--- src/rtl/wbuf_pkg.sv ---
`timescale 1ns/1ps
package wbuf_pkg;
  // Kind of request currently held on the memory port
  typedef enum logic {
    OP_READ  = 1'b0,
    OP_WRITE = 1'b1
  } op_e;
endpackage

--- src/rtl/wbuf_fifo.sv ---
`timescale 1ns/1ps
// Program-ordered write storage. The head entry stays until its write is
// acknowledged, so it can still be forwarded while in flight.
module wbuf_fifo #(
  parameter int DEPTH = 4,
  parameter int AW    = 8,
  parameter int DW    = 16
) (
  input  logic          clk,
  input  logic          rst,
  input  logic          push,
  input  logic [AW-1:0] push_addr,
  input  logic [DW-1:0] push_data,
  input  logic          pop,
  output logic [AW-1:0] head_addr,
  output logic [DW-1:0] head_data,
  output logic          full,
  output logic          empty,
  output logic [AW-1:0] age_addr [DEPTH],
  output logic [DW-1:0] age_data [DEPTH],
  output logic [DEPTH-1:0] age_live
);
  localparam int PW = $clog2(DEPTH);
  localparam int CW = $clog2(DEPTH + 1);

  logic [AW-1:0] a_mem [DEPTH];
  logic [DW-1:0] d_mem [DEPTH];
  logic [PW-1:0] rd_ptr, wr_ptr;
  logic [CW-1:0] fill, fill_nxt;

  always_ff @(posedge clk) begin
    if (push) begin
      a_mem[wr_ptr] <= push_addr;
      d_mem[wr_ptr] <= push_data;
    end
  end

  always_comb begin
    fill_nxt = fill;
    if (push && !pop) fill_nxt = fill + 1'b1;
    else if (pop && !push) fill_nxt = fill - 1'b1;
  end

  always_ff @(posedge clk) begin
    if (rst) begin
      rd_ptr <= '0;
      wr_ptr <= '0;
      fill   <= '0;
      full   <= 1'b0;
      empty  <= 1'b1;
    end else begin
      if (push) wr_ptr <= wr_ptr + 1'b1;
      if (pop)  rd_ptr <= rd_ptr + 1'b1;
      fill  <= fill_nxt;
      full  <= (fill_nxt == CW'(DEPTH));
      empty <= (fill_nxt == '0);
    end
  end

  assign head_addr = a_mem[rd_ptr];
  assign head_data = d_mem[rd_ptr];

  // Entries presented oldest first (index 0 = head)
  for (genvar g = 0; g < DEPTH; g++) begin : g_age
    logic [PW-1:0] slot;
    assign slot        = rd_ptr + PW'(g);
    assign age_addr[g] = a_mem[slot];
    assign age_data[g] = d_mem[slot];
    assign age_live[g] = (CW'(g) < fill);
  end
endmodule

--- src/rtl/wbuf_fwd.sv ---
`timescale 1ns/1ps
// Address match across the buffered writes; the youngest match wins.
module wbuf_fwd #(
  parameter int DEPTH = 4,
  parameter int AW    = 8,
  parameter int DW    = 16
) (
  input  logic [AW-1:0]    look_addr,
  input  logic [AW-1:0]    age_addr [DEPTH],
  input  logic [DW-1:0]    age_data [DEPTH],
  input  logic [DEPTH-1:0] age_live,
  output logic             hit,
  output logic [DW-1:0]    hit_data
);
  always_comb begin
    hit      = 1'b0;
    hit_data = '0;
    for (int i = 0; i < DEPTH; i++) begin
      if (age_live[i] && (age_addr[i] == look_addr)) begin
        hit      = 1'b1;
        hit_data = age_data[i];
      end
    end
  end
endmodule

--- src/rtl/wbuf_issue.sv ---
`timescale 1ns/1ps
// Single-outstanding memory port. A ready read has priority over the head write.
module wbuf_issue import wbuf_pkg::*; #(
  parameter int AW = 8,
  parameter int DW = 16
) (
  input  logic          clk,
  input  logic          rst,
  input  logic          rd_go,
  input  logic [AW-1:0] rd_addr,
  input  logic          wr_avail,
  input  logic [AW-1:0] head_addr,
  input  logic [DW-1:0] head_data,
  input  logic          mem_ack,
  output logic          mem_valid,
  output logic          mem_is_wr,
  output logic [AW-1:0] mem_addr,
  output logic [DW-1:0] mem_wdata,
  output logic          wr_done,
  output logic          rd_done
);
  op_e kind;

  always_ff @(posedge clk) begin
    if (rst) begin
      mem_valid <= 1'b0;
      kind      <= OP_READ;
      mem_addr  <= '0;
      mem_wdata <= '0;
    end else if (mem_valid) begin
      if (mem_ack) mem_valid <= 1'b0;
    end else if (rd_go) begin
      mem_valid <= 1'b1;
      kind      <= OP_READ;
      mem_addr  <= rd_addr;
    end else if (wr_avail) begin
      mem_valid <= 1'b1;
      kind      <= OP_WRITE;
      mem_addr  <= head_addr;
      mem_wdata <= head_data;
    end
  end

  assign mem_is_wr = (kind == OP_WRITE);
  assign wr_done   = mem_valid && mem_ack && (kind == OP_WRITE);
  assign rd_done   = mem_valid && mem_ack && (kind == OP_READ);
endmodule

--- src/rtl/wbuf_bypass.sv ---
`timescale 1ns/1ps
module wbuf_bypass #(
  parameter int DEPTH = 4,
  parameter int AW    = 8,
  parameter int DW    = 16
) (
  input  logic          clk,
  input  logic          rst,
  input  logic          strict_mode,
  input  logic          drain_req,
  output logic          drained,
  input  logic          req_valid,
  output logic          req_ready,
  input  logic          req_is_wr,
  input  logic [AW-1:0] req_addr,
  input  logic [DW-1:0] req_wdata,
  output logic          rsp_valid,
  output logic [DW-1:0] rsp_rdata,
  output logic          mem_valid,
  output logic          mem_is_wr,
  output logic [AW-1:0] mem_addr,
  output logic [DW-1:0] mem_wdata,
  input  logic          mem_ack,
  input  logic [DW-1:0] mem_rdata
);
  logic [AW-1:0]    head_addr;
  logic [DW-1:0]    head_data;
  logic             buf_full, buf_empty;
  logic [AW-1:0]    age_addr [DEPTH];
  logic [DW-1:0]    age_data [DEPTH];
  logic [DEPTH-1:0] age_live;
  logic             fwd_hit;
  logic [DW-1:0]    fwd_data;
  logic             wr_done, rd_done;
  logic             rd_pend;
  logic [AW-1:0]    rd_addr_q;
  logic             accept, wr_acc, rd_acc, rd_go;

  // Ready depends only on state and mode inputs, never on the request itself
  assign req_ready = !rd_pend && !drain_req &&
                     (strict_mode ? (buf_empty && !mem_valid) : !buf_full);
  assign accept = req_valid && req_ready;
  assign wr_acc = accept && req_is_wr;
  assign rd_acc = accept && !req_is_wr;
  // A pending miss may bypass only in relaxed mode with no drain request
  assign rd_go  = rd_pend && (buf_empty || (!strict_mode && !drain_req));

  wbuf_fifo #(.DEPTH(DEPTH), .AW(AW), .DW(DW)) u_fifo (
    .clk(clk), .rst(rst),
    .push(wr_acc), .push_addr(req_addr), .push_data(req_wdata),
    .pop(wr_done),
    .head_addr(head_addr), .head_data(head_data),
    .full(buf_full), .empty(buf_empty),
    .age_addr(age_addr), .age_data(age_data), .age_live(age_live)
  );

  wbuf_fwd #(.DEPTH(DEPTH), .AW(AW), .DW(DW)) u_fwd (
    .look_addr(req_addr),
    .age_addr(age_addr), .age_data(age_data), .age_live(age_live),
    .hit(fwd_hit), .hit_data(fwd_data)
  );

  wbuf_issue #(.AW(AW), .DW(DW)) u_issue (
    .clk(clk), .rst(rst),
    .rd_go(rd_go), .rd_addr(rd_addr_q),
    .wr_avail(!buf_empty),
    .head_addr(head_addr), .head_data(head_data),
    .mem_ack(mem_ack),
    .mem_valid(mem_valid), .mem_is_wr(mem_is_wr),
    .mem_addr(mem_addr), .mem_wdata(mem_wdata),
    .wr_done(wr_done), .rd_done(rd_done)
  );

  always_ff @(posedge clk) begin
    if (rst) begin
      rd_pend   <= 1'b0;
      rd_addr_q <= '0;
      rsp_valid <= 1'b0;
      rsp_rdata <= '0;
    end else begin
      rsp_valid <= 1'b0;
      if (rd_acc && fwd_hit) begin
        rsp_valid <= 1'b1;
        rsp_rdata <= fwd_data;
      end else if (rd_acc) begin
        rd_pend   <= 1'b1;
        rd_addr_q <= req_addr;
      end
      if (rd_done) begin
        rd_pend   <= 1'b0;
        rsp_valid <= 1'b1;
        rsp_rdata <= mem_rdata;
      end
    end
  end

  assign drained = buf_empty;
endmodule

--- config.mk ---
export PLATFORM = sky130hd
export DESIGN_NAME = wbuf_bypass
export DESIGN_NICKNAME = d
export VERILOG_FILES = /design/src/rtl/wbuf_pkg.sv /design/src/rtl/wbuf_fifo.sv /design/src/rtl/wbuf_fwd.sv /design/src/rtl/wbuf_issue.sv /design/src/rtl/wbuf_bypass.sv
export SDC_FILE = /design/constraint.sdc
export NUM_CORES = 1
export LEC_CHECK = 0
export BUFFER_PORTS_ARGS = -buffer_cell sky130_fd_sc_hd__buf_2
export CORE_ASPECT_RATIO = 0.7
export CORE_MARGIN = 3
export CORE_UTILIZATION = 60
export DETAILED_ROUTE_END_ITERATION = 8
export PLACE_DENSITY = 0.92
export SYNTH_ARGS = -nofsm -noshare
export SYNTH_HDL_FRONTEND = slang
export SYNTH_HIERARCHICAL = 1
export SYNTH_SLANG_ARGS = --single-unit
--- constraint.sdc ---
create_clock -name clk -period 3.35 [get_ports clk]
set_input_delay 0.1675 -clock clk [delete_from_list [all_inputs] [get_ports clk]]
set_output_delay 0.1675 -clock clk [all_outputs]
set_load 0.1 [all_outputs]
==> results.txt <==
The master of the slowest instance on the critical path is mux4_1. The tool flagged a number of max-cap violations equal to 0. The overall power after layout came out at 4.57 mW. The maximum vdd ir drop came out at 0.245 mV. The cell family contributing the most delay on the critical path is multiplexers. The clock passes through at most 2 buffers. The most used flip-flop cell after synthesis is edfxtp_1. The post-detailed-route count of antenna-violating nets is 0. The number of antenna cells inserted came out at 0. The number of endpoints failing setup at the final stage came out at 0. Traced cell by cell, the critical path runs through mux4_1, xor2_1, nor4_1, nand4_2, buf_4, o311a_1, o31ai_1, mux2i_1, nor2_1, mux2_2. STA classifies the critical path endpoint as a register. For this block, the initial DRC count from the detailed router was 1052. In the final layout, the multi-input gates occupy 4680 um^2. The tree built by TritonCTS fans out to 159 sinks. Across all register-to-register paths, the minimum setup slack is 70 ps. The clock skew is 14.2 ps. The die outline height came out at 111 um. The capture instance of the worst register-to-register path is rsp_rdata[3]. In this run the worst hold path is classified as input port to register. The count of boundary I/O pins came out at 92. Routability-driven placement finished with a final weighted congestion of 0.903.

Hold timing on the final database bottoms out at a slack of 84.7 ps. The total core area is 15100 um^2. The worst-margin pin slew is 1000 ps. For this design the static power due to leakage is 3.75 nW.

From left edge to right edge, the die measures 156 um. After detailed placement, the total cell area comes to 9770 um^2. The via count came out at 6810. The critical path is of the register to register type. The number of global-route vias before repair was 6588.

The area enclosed by the die boundary came out at 17400 um^2. The library cells used most frequently in the layout, excluding fill and tap cells, are edfxtp_1, buf_2, mux4_2. The worst setup path is launched from a register.

The number of cells traversed by the worst register-to-register path came out at 10. The fraction of the core area covered by cells at the end of the flow came out at 70.2%. Counting the buffers created by CTS gives 17.

The number of failing hold endpoints at the final stage came to 0. The post-route setup TNS came out at 0 ps. The final wirelength came out at 24000 um. The flip-flop and latch area came out at 4150 um^2. The total number of nets in the final design is 835.

Once the floorplan was initialized, standard cells occupied 63.0% of the core. After technology mapping, the gate count stands at 711. The total power density per cell area is 431 nW/um^2. Input and output buffers added on the ports amount to 91. The ratio of final minimum period to clock period came out at 97.8%. At the placement stage, the worst setup path has a slack of 18.3 ps. The number of nets handed over by synthesis was 765.

The number of levels in the clock H-tree came out at 4. Along the worst hold path, the cell count comes to 1. From synthesis to final layout, the design area changed by 11.4%. Global routing used 28.1% of the available tracks. The clock input transition at the sequential cells of the worst setup and hold paths is 70 ps. The row count is 37. For hold timing, the worst endpoint is u_fifo/a_mem[2][4]. The insertion delay of the later-clocked pin in the worst-skew pair came out at 430 ps. The master cell of the clock root buffer is clkbuf_16. The library cell used most frequently in the layout, excluding fill and tap cells, is edfxtp_1. The count of state elements after synthesis came out at 159.

The max-slew violation total from the final report is 0. After detailed routing, the number of vias per cell comes to 6.89. Cells with a size suffix above 1 make up 35.5% of the layout. Entering global routing, the biggest net connects 57 pins.

The fill cell instance count of the final layout is 922. Together, buffers and inverters on the worst path number 1. The final worst setup slack is 73.1 ps. Once detailed placement completed, the half-perimeter wirelength came to 15800 um. The routed wirelength normalized by instance count came out at 24.3 um. The worst pin sits at a relative slew slack of 33.1%.

The final instance area came out at 10600 um^2. Setup repair after global routing left no endpoint under its margin. The area share of the leading cell type in the synthesized netlist came out at 30.3%. The proportion of register bits with asynchronous set or reset after synthesis came out at 0%.

Timing would allow up to 0.305 GHz. The number of antenna violations at the first check in global routing is 0. Sorting the synthesized cells by area gives the leading types as edfxtp_1, mux4_2, dfxtp_1. The peak per-stage delay on the critical path is 680 ps. The highest fanout seen on the critical path is 17.

The number of distinct standard cells referenced by the synthesized netlist came out at 54. The worst path in the final design needs a cycle of 3280 ps, including I/O delays and setup. The wire length of the first global-routing pass is 37700 um. The required time of the critical path came out at 3720 ps. The flow ran to the end, and the final reports show no timing, DRC or antenna violations. The count of warnings emitted by yosys came out at 6. The clock tree from TritonCTS is yes. The most area-hungry cell type in the Yosys netlist is edfxtp_1. The number of detailed-routing iterations run before antenna repair is 7. In this run the most critical hold path is launched from req_addr[4]. The number of cells in the finished layout apart from fillers is 989. The portion of the post-synthesis area used by sequential elements came out at 43.6%.

The post-synthesis cell area is 9510 um^2. Yosys mapped a number of flops with a built-in enable equal to 96. The worst path arrival time came out at 3650 ps. Averaged over all synthesized cells, the footprint is 13.4 um^2.

In the routed design, unresolved DRC markers number 0. Summed over all layers, the global routing overflow is 0. The placed cell count is 935.
[layer usage]
layer,global-route usage [%],wire (um)
met4,8.45,591
met2,41.8,10700
met3,8.12,3380
met5,0,0
met1,40.6,9370
[power by group]
part           leakage, nW  internal (mW)  total, mW  switching, mW
combinational         2.07          0.139      0.497          0.358
sequential            1.38           2.11       2.14         0.0311
clock                0.307           1.15       1.93          0.784
[Yosys cell counts (2+ instances only)]
library cell	count
a21oi_1	19
nor3_1	6
nor2b_1	18
buf_4	37
nand4_1	18
inv_1	24
a211oi_1	10
nand3_1	2
xor2_1	23
nand2_1	51
mux2_2	8
nor3b_1	2
mux4_1	6
o31ai_2	9
dfxtp_1	63
mux2i_1	34
buf_2	12
o21a_1	3
clkbuf_1	10
buf_6	19
edfxtp_1	96
o31ai_1	8
and2_1	6
xnor2_1	13
nor4_1	2
mux4_2	90
o311a_1	16
and3_1	3
ha_1	7
nor2_1	64
mux2_4	9
[layout make-up]
class,instances,area share [%]
inverters,24,0.850
multi-input cells,446,44.1
clock buffers,23,5.12
flip-flops and latches,159,39.2
well taps,195,2.30
repair buffers,133,7.80
clock inverters,9,0.590
[logic make-up after synthesis]
group | Yosys count | synth area share [%]
adders and majority gates | 7 | 0.921
buffers and inverters | 106 | 7.64
DFF | 159 | 43.6
xor gates and xnor gates | 36 | 3.32
AOI/OAI and AO/OA | 72 | 6.17
and+or+nand+nor | 184 | 9.45
muxes | 147 | 28.9
[registers in the layout (all words and copies together) (netlist names), 2 cells and up, named ones only]
register / flops
rd_addr_q: 8
u_fifo/wr_ptr: 2
u_issue/mem_wdata: 16
u_fifo/a_mem: 32
u_fifo/rd_ptr: 2
u_issue/mem_addr: 8
u_fifo/fill: 3
rsp_rdata: 16
u_fifo/d_mem: 64
[repair_timing]
action | CTS | global route
hold buffers | 16 | 0
hold endpoints to repair | 64 | 0
pin swaps | 0 | 0
setup endpoints to repair | 1 | 2
gates resized for setup | 1 | 3
buffers inserted | 0 | 6
[how the worst max path moves through the flow]
stage / startpoint / endpoint / slack [ps] / depth (start not counted)
final: register / rsp_rdata[3] / 70 / 10
after global routing: u_fifo/rd_ptr[1] / rsp_rdata[10] / 20 / 10
after CTS: register / rsp_rdata[15] / 150 / 10
after detailed placement: register / rsp_rdata[15] / 20 / 10
after global placement: register / rsp_rdata[15] / 120 / 10
after floorplan: u_issue/mem_valid / u_fifo/a_mem[3][0] / 6 / 6
Power figures use the tool's default switching activity.
